`src/rtl/prs_pkg.sv`:
```
package prs_pkg;
  typedef enum logic [2:0] {
    PH_WAIT  = 3'd0,
    PH_CLEAR = 3'd1,
    PH_XFER  = 3'd2,
    PH_HOLD  = 3'd3,
    PH_READY = 3'd4
  } phase_e;
endpackage

```
`src/rtl/prs_req_latch.sv`:
```
module prs_req_latch (
  input  logic clk_i,
  input  logic rst_ni,
  input  logic below_i,
  input  logic launch_i,
  output logic pend_o
);
  // out of reset counts as a fresh power-up
  always_ff @(posedge clk_i or negedge rst_ni) begin
    if (!rst_ni)       pend_o <= 1'b1;
    else if (below_i)  pend_o <= 1'b1;
    else if (launch_i) pend_o <= 1'b0;
  end
endmodule

```
`src/rtl/prs_recall_timer.sv`:
```
module prs_recall_timer #(
  parameter int unsigned CLEAR_CYCLES  = 64,
  parameter int unsigned RECALL_CYCLES = 2000,
  localparam int unsigned CW = $clog2(RECALL_CYCLES + 1)
) (
  input  logic clk_i,
  input  logic rst_ni,
  input  logic run_i,
  output logic clr_last_o,
  output logic win_done_o
);
  localparam logic [CW-1:0] CLR_LAST = CW'(CLEAR_CYCLES - 1);
  localparam logic [CW-1:0] WIN_LAST = CW'(RECALL_CYCLES - 1);

  logic [CW-1:0] cnt_q;

  always_ff @(posedge clk_i or negedge rst_ni) begin
    if (!rst_ni)               cnt_q <= '0;
    else if (!run_i)           cnt_q <= '0;
    else if (cnt_q < WIN_LAST) cnt_q <= cnt_q + 1'b1;
  end

  assign clr_last_o = (cnt_q == CLR_LAST);
  assign win_done_o = (cnt_q >= WIN_LAST);
endmodule

```
`src/rtl/prs_phase_fsm.sv`:
```
module prs_phase_fsm
  import prs_pkg::*;
(
  input  logic   clk_i,
  input  logic   rst_ni,
  input  logic   below_i,
  input  logic   switch_i,
  input  logic   pend_i,
  input  logic   clr_last_i,
  input  logic   win_done_i,
  input  logic   done_i,
  output phase_e phase_o,
  output logic   launch_o,
  output logic   finish_o
);
  phase_e ph_q, ph_d;

  assign launch_o = (ph_q == PH_WAIT) && pend_i && !below_i && switch_i;

  always_comb begin
    ph_d = ph_q;
    unique case (ph_q)
      PH_WAIT:  if (launch_o) ph_d = PH_CLEAR;
      PH_CLEAR: if (clr_last_i) ph_d = PH_XFER;
      PH_XFER:  if (done_i) ph_d = win_done_i ? PH_READY : PH_HOLD;
      PH_HOLD:  if (win_done_i) ph_d = PH_READY;
      PH_READY: ph_d = PH_READY;
      default:  ph_d = PH_WAIT;
    endcase
    // supply loss overrides every phase
    if (below_i) ph_d = PH_WAIT;
  end

  assign finish_o = (ph_q != PH_READY) && (ph_d == PH_READY);

  always_ff @(posedge clk_i or negedge rst_ni) begin
    if (!rst_ni) ph_q <= PH_WAIT;
    else         ph_q <= ph_d;
  end

  assign phase_o = ph_q;
endmodule

```
`src/rtl/prs_access_gate.sv`:
```
module prs_access_gate (
  input  logic clk_i,
  input  logic rst_ni,
  input  logic busy_i,
  input  logic ready_i,
  input  logic power_ok_i,
  input  logic finish_i,
  input  logic rd_req_i,
  input  logic wr_req_i,
  output logic rd_en_o,
  output logic wr_en_o,
  output logic wr_err_o,
  output logic dirty_o
);
  logic open_w;
  assign open_w  = ready_i && power_ok_i;
  assign rd_en_o = rd_req_i && open_w;
  assign wr_en_o = wr_req_i && open_w;

  always_ff @(posedge clk_i or negedge rst_ni) begin
    if (!rst_ni)                 wr_err_o <= 1'b0;
    else if (busy_i && wr_req_i) wr_err_o <= 1'b1;
  end

  always_ff @(posedge clk_i or negedge rst_ni) begin
    if (!rst_ni)       dirty_o <= 1'b0;
    else if (finish_i) dirty_o <= 1'b0;
    else if (wr_en_o)  dirty_o <= 1'b1;
  end
endmodule

```
`src/rtl/prs_recall_seq.sv`:
```
module prs_recall_seq
  import prs_pkg::*;
#(
  parameter int unsigned CLEAR_CYCLES  = 64,
  parameter int unsigned RECALL_CYCLES = 2000
) (
  input  logic clk_i,
  input  logic rst_ni,
  input  logic above_reset_i,
  input  logic above_switch_i,
  input  logic xfer_done_i,
  input  logic rd_req_i,
  input  logic wr_req_i,
  output logic clear_o,
  output logic xfer_o,
  output logic ready_o,
  output logic rd_en_o,
  output logic wr_en_o,
  output logic wr_err_o,
  output logic dirty_o
);
  phase_e phase_w;
  logic   below_w, pend_w, launch_w, finish_w, clr_last_w, win_done_w, busy_w;

  assign below_w = !above_reset_i;

  prs_req_latch u_req (
    .clk_i    (clk_i),
    .rst_ni   (rst_ni),
    .below_i  (below_w),
    .launch_i (launch_w),
    .pend_o   (pend_w)
  );

  prs_recall_timer #(
    .CLEAR_CYCLES  (CLEAR_CYCLES),
    .RECALL_CYCLES (RECALL_CYCLES)
  ) u_tmr (
    .clk_i      (clk_i),
    .rst_ni     (rst_ni),
    .run_i      (phase_w != PH_WAIT),
    .clr_last_o (clr_last_w),
    .win_done_o (win_done_w)
  );

  prs_phase_fsm u_fsm (
    .clk_i      (clk_i),
    .rst_ni     (rst_ni),
    .below_i    (below_w),
    .switch_i   (above_switch_i),
    .pend_i     (pend_w),
    .clr_last_i (clr_last_w),
    .win_done_i (win_done_w),
    .done_i     (xfer_done_i),
    .phase_o    (phase_w),
    .launch_o   (launch_w),
    .finish_o   (finish_w)
  );

  assign clear_o = (phase_w == PH_CLEAR);
  assign xfer_o  = (phase_w == PH_XFER);
  assign ready_o = (phase_w == PH_READY);
  assign busy_w  = clear_o || xfer_o || (phase_w == PH_HOLD);

  prs_access_gate u_gate (
    .clk_i      (clk_i),
    .rst_ni     (rst_ni),
    .busy_i     (busy_w),
    .ready_i    (ready_o),
    .power_ok_i (above_reset_i),
    .finish_i   (finish_w),
    .rd_req_i   (rd_req_i),
    .wr_req_i   (wr_req_i),
    .rd_en_o    (rd_en_o),
    .wr_en_o    (wr_en_o),
    .wr_err_o   (wr_err_o),
    .dirty_o    (dirty_o)
  );
endmodule

```
`config.mk`:
```
export PLATFORM = sky130hd
export DESIGN_NAME = prs_recall_seq
export DESIGN_NICKNAME = d
export VERILOG_FILES = /design/src/rtl/prs_pkg.sv /design/src/rtl/prs_req_latch.sv /design/src/rtl/prs_recall_timer.sv /design/src/rtl/prs_phase_fsm.sv /design/src/rtl/prs_access_gate.sv /design/src/rtl/prs_recall_seq.sv
export SDC_FILE = /design/constraint.sdc
export NUM_CORES = 1
export LEC_CHECK = 0
export ABC_CLOCK_PERIOD_IN_PS = 5520
export BUFFER_PORTS_ARGS = -buffer_cell sky130_fd_sc_hd__buf_2
export CORE_MARGIN = 1.5
export CORE_UTILIZATION = 60
export CTS_CLUSTER_SIZE = 10
export DETAILED_ROUTE_END_ITERATION = 10
export PLACE_DENSITY = 0.91
export SLEW_MARGIN = 20
export SYNTH_ARGS = -nofsm -noshare
export SYNTH_HDL_FRONTEND = slang
export SYNTH_HIERARCHICAL = 1
export SYNTH_SLANG_ARGS = --single-unit
export TNS_END_PERCENT = 10
```
`constraint.sdc`:
```
create_clock -name clk_i -period 5.52 [get_ports clk_i]
set_clock_uncertainty 0.05 [all_clocks]
set_input_delay 1.38 -clock clk_i [delete_from_list [all_inputs] [get_ports clk_i]]
set_output_delay 1.38 -clock clk_i [all_outputs]
set_load 0.02 [all_outputs]
```
## After elaboration in Yosys (flattened, before gate mapping)

Index checks and enable logic that the tools add are counted.

- $add $sub $neg: 1
- Magnitude comparators: 2
- Equal/unequal tests: 9
- Muxes and demuxes: 13
- Reductions and logical operators: 13

Operator list:

| cell | number |
|---|---|
| 11-bit two-way mux | 2 |
| 3-bit two-way mux | 6 |
| 3-bit case mux with 5 select lines | 1 |
| 11-bit by 1-bit adder with 11-bit output, second input constant | 1 |
| 11-bit by 6-bit equality test with 1-bit output, second input constant | 1 |
| 11-bit >= comparator, second input constant | 1 |
| 11-bit less-than comparator, second input constant | 1 |
| 1-bit logical AND | 8 |
| 3-bit by 2-bit equality test with 1-bit output, second input constant | 2 |
| 3-bit equality test, second input constant | 2 |
| 1-bit two-way mux | 4 |
| 3-bit by 1-bit equality test with 1-bit output, second input constant | 1 |
| 3-bit logical NOT | 1 |
| 3-bit inequality test, second input constant | 1 |
| 3-bit nonzero test | 1 |
| 1-bit logical OR | 2 |
| 2-bit by 1-bit inequality test with 1-bit output, second input constant | 1 |
| 2-bit inequality test, second input constant | 1 |
| 2-bit nonzero test | 1 |

- Register bits after elaboration: 17
- Bits of input ports: 7
- Output and inout bits: 7
- Logic and storage cells: 43

## Logic depth before layout (Yosys ltp)

- Depth in word-level cells: 10
- Gate-level depth with buffers: 6
- Mapped depth without buffers: 6

## By module

Netlist, hierarchy kept.

By module, submodules not included:

| module | times used | cells an instance | area an instance (um2) | seq. area each (um2) |
|---|---|---|---|---|
| prs_recall_timer | 1 | 72 | 713.2 | 275.3 |
| prs_phase_fsm | 1 | 17 | 162.7 | 75.1 |
| prs_access_gate | 1 | 7 | 82.6 | 50.0 |
| prs_recall_seq | 1 | 6 | 42.5 | 0.0 |
| prs_req_latch | 1 | 3 | 37.5 | 26.3 |

## Worst setup path before layout

Ideal clock, no wire load.

- Path type: input port to output port
- Start point: input rd_req_i
- End point: output rd_en_o
- Data arrival time: 1.633 ns
- Data required time: 4.090 ns
- Path slack: 2.457 ns
- Stages on the path: 1
- Path buffers: 0
- Cell sequence: and3_1

- Cells in the longest elaborated chain, start to end: 1

RTL lines:

| item | line | text |
|---|---|---|
| start: declaration | prs_recall_seq.sv:12 | `input logic rd_req_i,` |
| 1-bit logical AND | prs_access_gate.sv:17 | `assign rd_en_o = rd_req_i && open_w;` |
| end: declaration | prs_recall_seq.sv:17 | `output logic rd_en_o,` |

No other way between the ends.

## Worst setup path in the final report

- Start point: input wr_req_i
- End point: output wr_en_o

- Cells in the longest elaborated chain, start to end: 1

RTL lines:

| item | line | text |
|---|---|---|
| start: declaration | prs_recall_seq.sv:13 | `input logic wr_req_i,` |
| 1-bit logical AND | prs_access_gate.sv:18 | `assign wr_en_o = wr_req_i && open_w;` |
| end: declaration | prs_recall_seq.sv:18 | `output logic wr_en_o,` |

No other way between the ends.

==> flow_metrics.env <==
export IMPL_insertion_delay_ps=300
export IMPL_cp_required_ps=4090
export IMPL_ys_warn_count=6
export IMPL_placed_area_mm2=0.00110
export IMPL_status="finished clean"
export IMPL_cts_clk_slew_worst_paths_ps=100
export IMPL_crit_fanout=3
export IMPL_slew_headroom_pct=73.5
export IMPL_synth_compound_area_share_pct=25.1
export IMPL_yosys_top_cells_area="dfrtp_1 (39%), a21oi_1 (3.4%), mux2i_1 (2.9%)"
export IMPL_arrival_ps=1830
export IMPL_syn_inst=105
export IMPL_via_per_inst=6.59
export IMPL_p_leak_nw=0.518
export IMPL_most_common_layout_cells="dfrtp_1 (16), buf_2 (13), a21oi_1 (7), nand2_1 (7), inv_1 (5)"
export IMPL_root_buffer="clkbuf_4"
export IMPL_ctsResizeCount=0
export IMPL_syn_num_nets=113
export IMPL_synth_edff_count=0
export IMPL_synth_adder_area_share_pct=1.20
export IMPL_htree_levels=1
export IMPL_die_h_um=44.6
export IMPL_syn_area_mm2=0.00104
export IMPL_cp_start_kind="input pin"
export IMPL_design_portCount=14
export IMPL_ys_seq_area_share_pct=41.1
export IMPL_whs_ps=417
export IMPL_fp_dieArea_mm2=0.00199
export IMPL_pre_cts_ws_ps=2250
export IMPL_antennaDiodeCount=0
export IMPL_worstMarginPinSlew_ps=397
export IMPL_rsz0062_at_grt="false"
export IMPL_vdd_drop_max_v=0.000143
export IMPL_syn_area_per_cell_um2=9.89
export IMPL_power_mw=0.221
export IMPL_ys_async_sr_fraction_pct=100
export IMPL_first_iter_violations=41
export IMPL_muxShareOfSynthArea_pct=2.89
export IMPL_area_growth_pct=8.55
export IMPL_drc_errors=0
export IMPL_dp_hpwl_mm=1.47
export IMPL_num_vias=876
export IMPL_timing_hold_violations_final=0
export IMPL_cts_tree="built"
export IMPL_synth_xor_xnor_area_share_pct=0
export IMPL_slew_viol_final=0
export IMPL_grt_first_pass_wirelength_mm=3.37
export IMPL_gr_total_overflow=0
export IMPL_grt_pass1_vias=738
export IMPL_yosysTopAreaCell="dfrtp_1"
export IMPL_layout_commonest_cell="dfrtp_1"
export IMPL_post_cts_buffers=0
export IMPL_fin_crit_sh_pct=59.1
export IMPL_drive_above_1_share_pct=23.9
export IMPL_synth_top_family_by_area="simple AND/OR/NAND/NOR gates"
export IMPL_cts_hold_buffers=0
export IMPL_fin_tns_setup_ps=0
export IMPL_layout_cell_area_non_filler_mm2=0.00113
export IMPL_ys_ff_latch=17
export IMPL_port_buffers=13
export IMPL_final_setup_viol_count=0
export IMPL_place_gp_congestion=0.811
export IMPL_cp_end_kind="primary output"
export IMPL_max_clock_freq_mhz=306
export IMPL_synthFlopType="dfrtp_1"
export IMPL_yosys_area_share_simple_pct=25.8
export IMPL_rows=14
export IMPL_path_class="input pin to primary output"
export IMPL_track_usage_pct=23.4
export IMPL_layout_nets=126
export IMPL_core_area_mm2=0.00156
export IMPL_floorplan_initialDensity_pct=66.6
export IMPL_grt_max_degree=18
export IMPL_yosysTopAreaCellShare_pct=38.6
export IMPL_cts_sinks=17
export IMPL_drt_first_pass_iters=4
export IMPL_synth_cell_types=46
export IMPL_wirelength_mm=2.10
export IMPL_power_density_mw_per_mm2=196
export IMPL_ant_nets=0
export IMPL_dp_cells=129
export IMPL_max_cap_viol_count=0
export IMPL_wl_per_cell_um=15.8
export IMPL_period_needed_ps=3260
export IMPL_clk_path_buf_depth=2
export IMPL_die_w_um=44.6
export IMPL_cts_buffers=3
export IMPL_timing_final_ws_setup_ps=2260
export IMPL_worst_hold_path_type="register to register"
export IMPL_antenna_found_initial=0
export IMPL_fin_util_pct=72.3
export IMPL_instances_no_fill=133
sequential cells by signal, summed over array words and instances (netlist names):
| register | flops |
|---|---|
| u_tmr/cnt_q | 11 |
| u_fsm/phase_o | 3 |
| u_gate/dirty_o | 1 |
| u_gate/wr_err_o | 1 |
| u_req/pend_o | 1 |
power breakdown:
group / internal (mW) / switching, mW
registers: 0.128 / 0.00469
clock network: 0.0282 / 0.0415
logic: 0.00726 / 0.0121
path summary, 6_finish.rpt:
kind                                  from                to  slack [ps]  cells after the start
max                               wr_req_i           wr_en_o        2260                      3
min                        u_gate/wr_err_o   u_gate/wr_err_o         420                      1
max reg2reg                 u_tmr/cnt_q[2]  u_fsm/phase_o[2]        3470                      6
min reg2reg                u_gate/wr_err_o   u_gate/wr_err_o         420                      1
max in group asynchronous           rst_ni      u_req/pend_o        4170                      1
min in group asynchronous           rst_ni    u_tmr/cnt_q[8]         930                      1
worst max-delay path: stages:
cell    delay (ps)
buf_2          110
and3_2         190
buf_2          150
area by class of cell:
cell class	instances	area, µm²
Sequential cell	17	427
Multi-Input combinational cell	78	571
Fill cell	125	432
Clock buffer	4	26.3
Inverter	5	18.8
Timing Repair Buffer	13	65.1
Tap cell	16	20.0
logic make-up after synthesis:
| logic type | after synthesis |
|---|---|
| and+or+nand+nor | 43 |
| AOI/OAI and AO/OA | 31 |
| DFF | 17 |
| buffers and inverters | 10 |
| muxes | 3 |
| adders and majority gates | 1 |
Yosys cell counts, types with 2 or more instances:
cell	number
nand2b_1	2
a21oi_1	7
nand4_1	2
nor3b_1	4
nor2_1	4
buf_2	3
nand3_1	4
clkbuf_1	2
inv_1	5
nor3_1	2
nand2_1	7
mux2i_1	3
a31oi_1	4
and4_1	2
a211oi_1	3
and3_2	3
nor4_1	2
o211a_1	3
dfrtp_1	16
layer usage:
layer  track usage, %  up-vias  wire length (µm)
met5                0        -                 0
met2             36.5       22              1020
met3             2.45        5                64
met1             32.6      417               987
li1                 -      432                 -
met4             10.9        0                34
No activity file was read; power rests on OpenSTA's default activity.
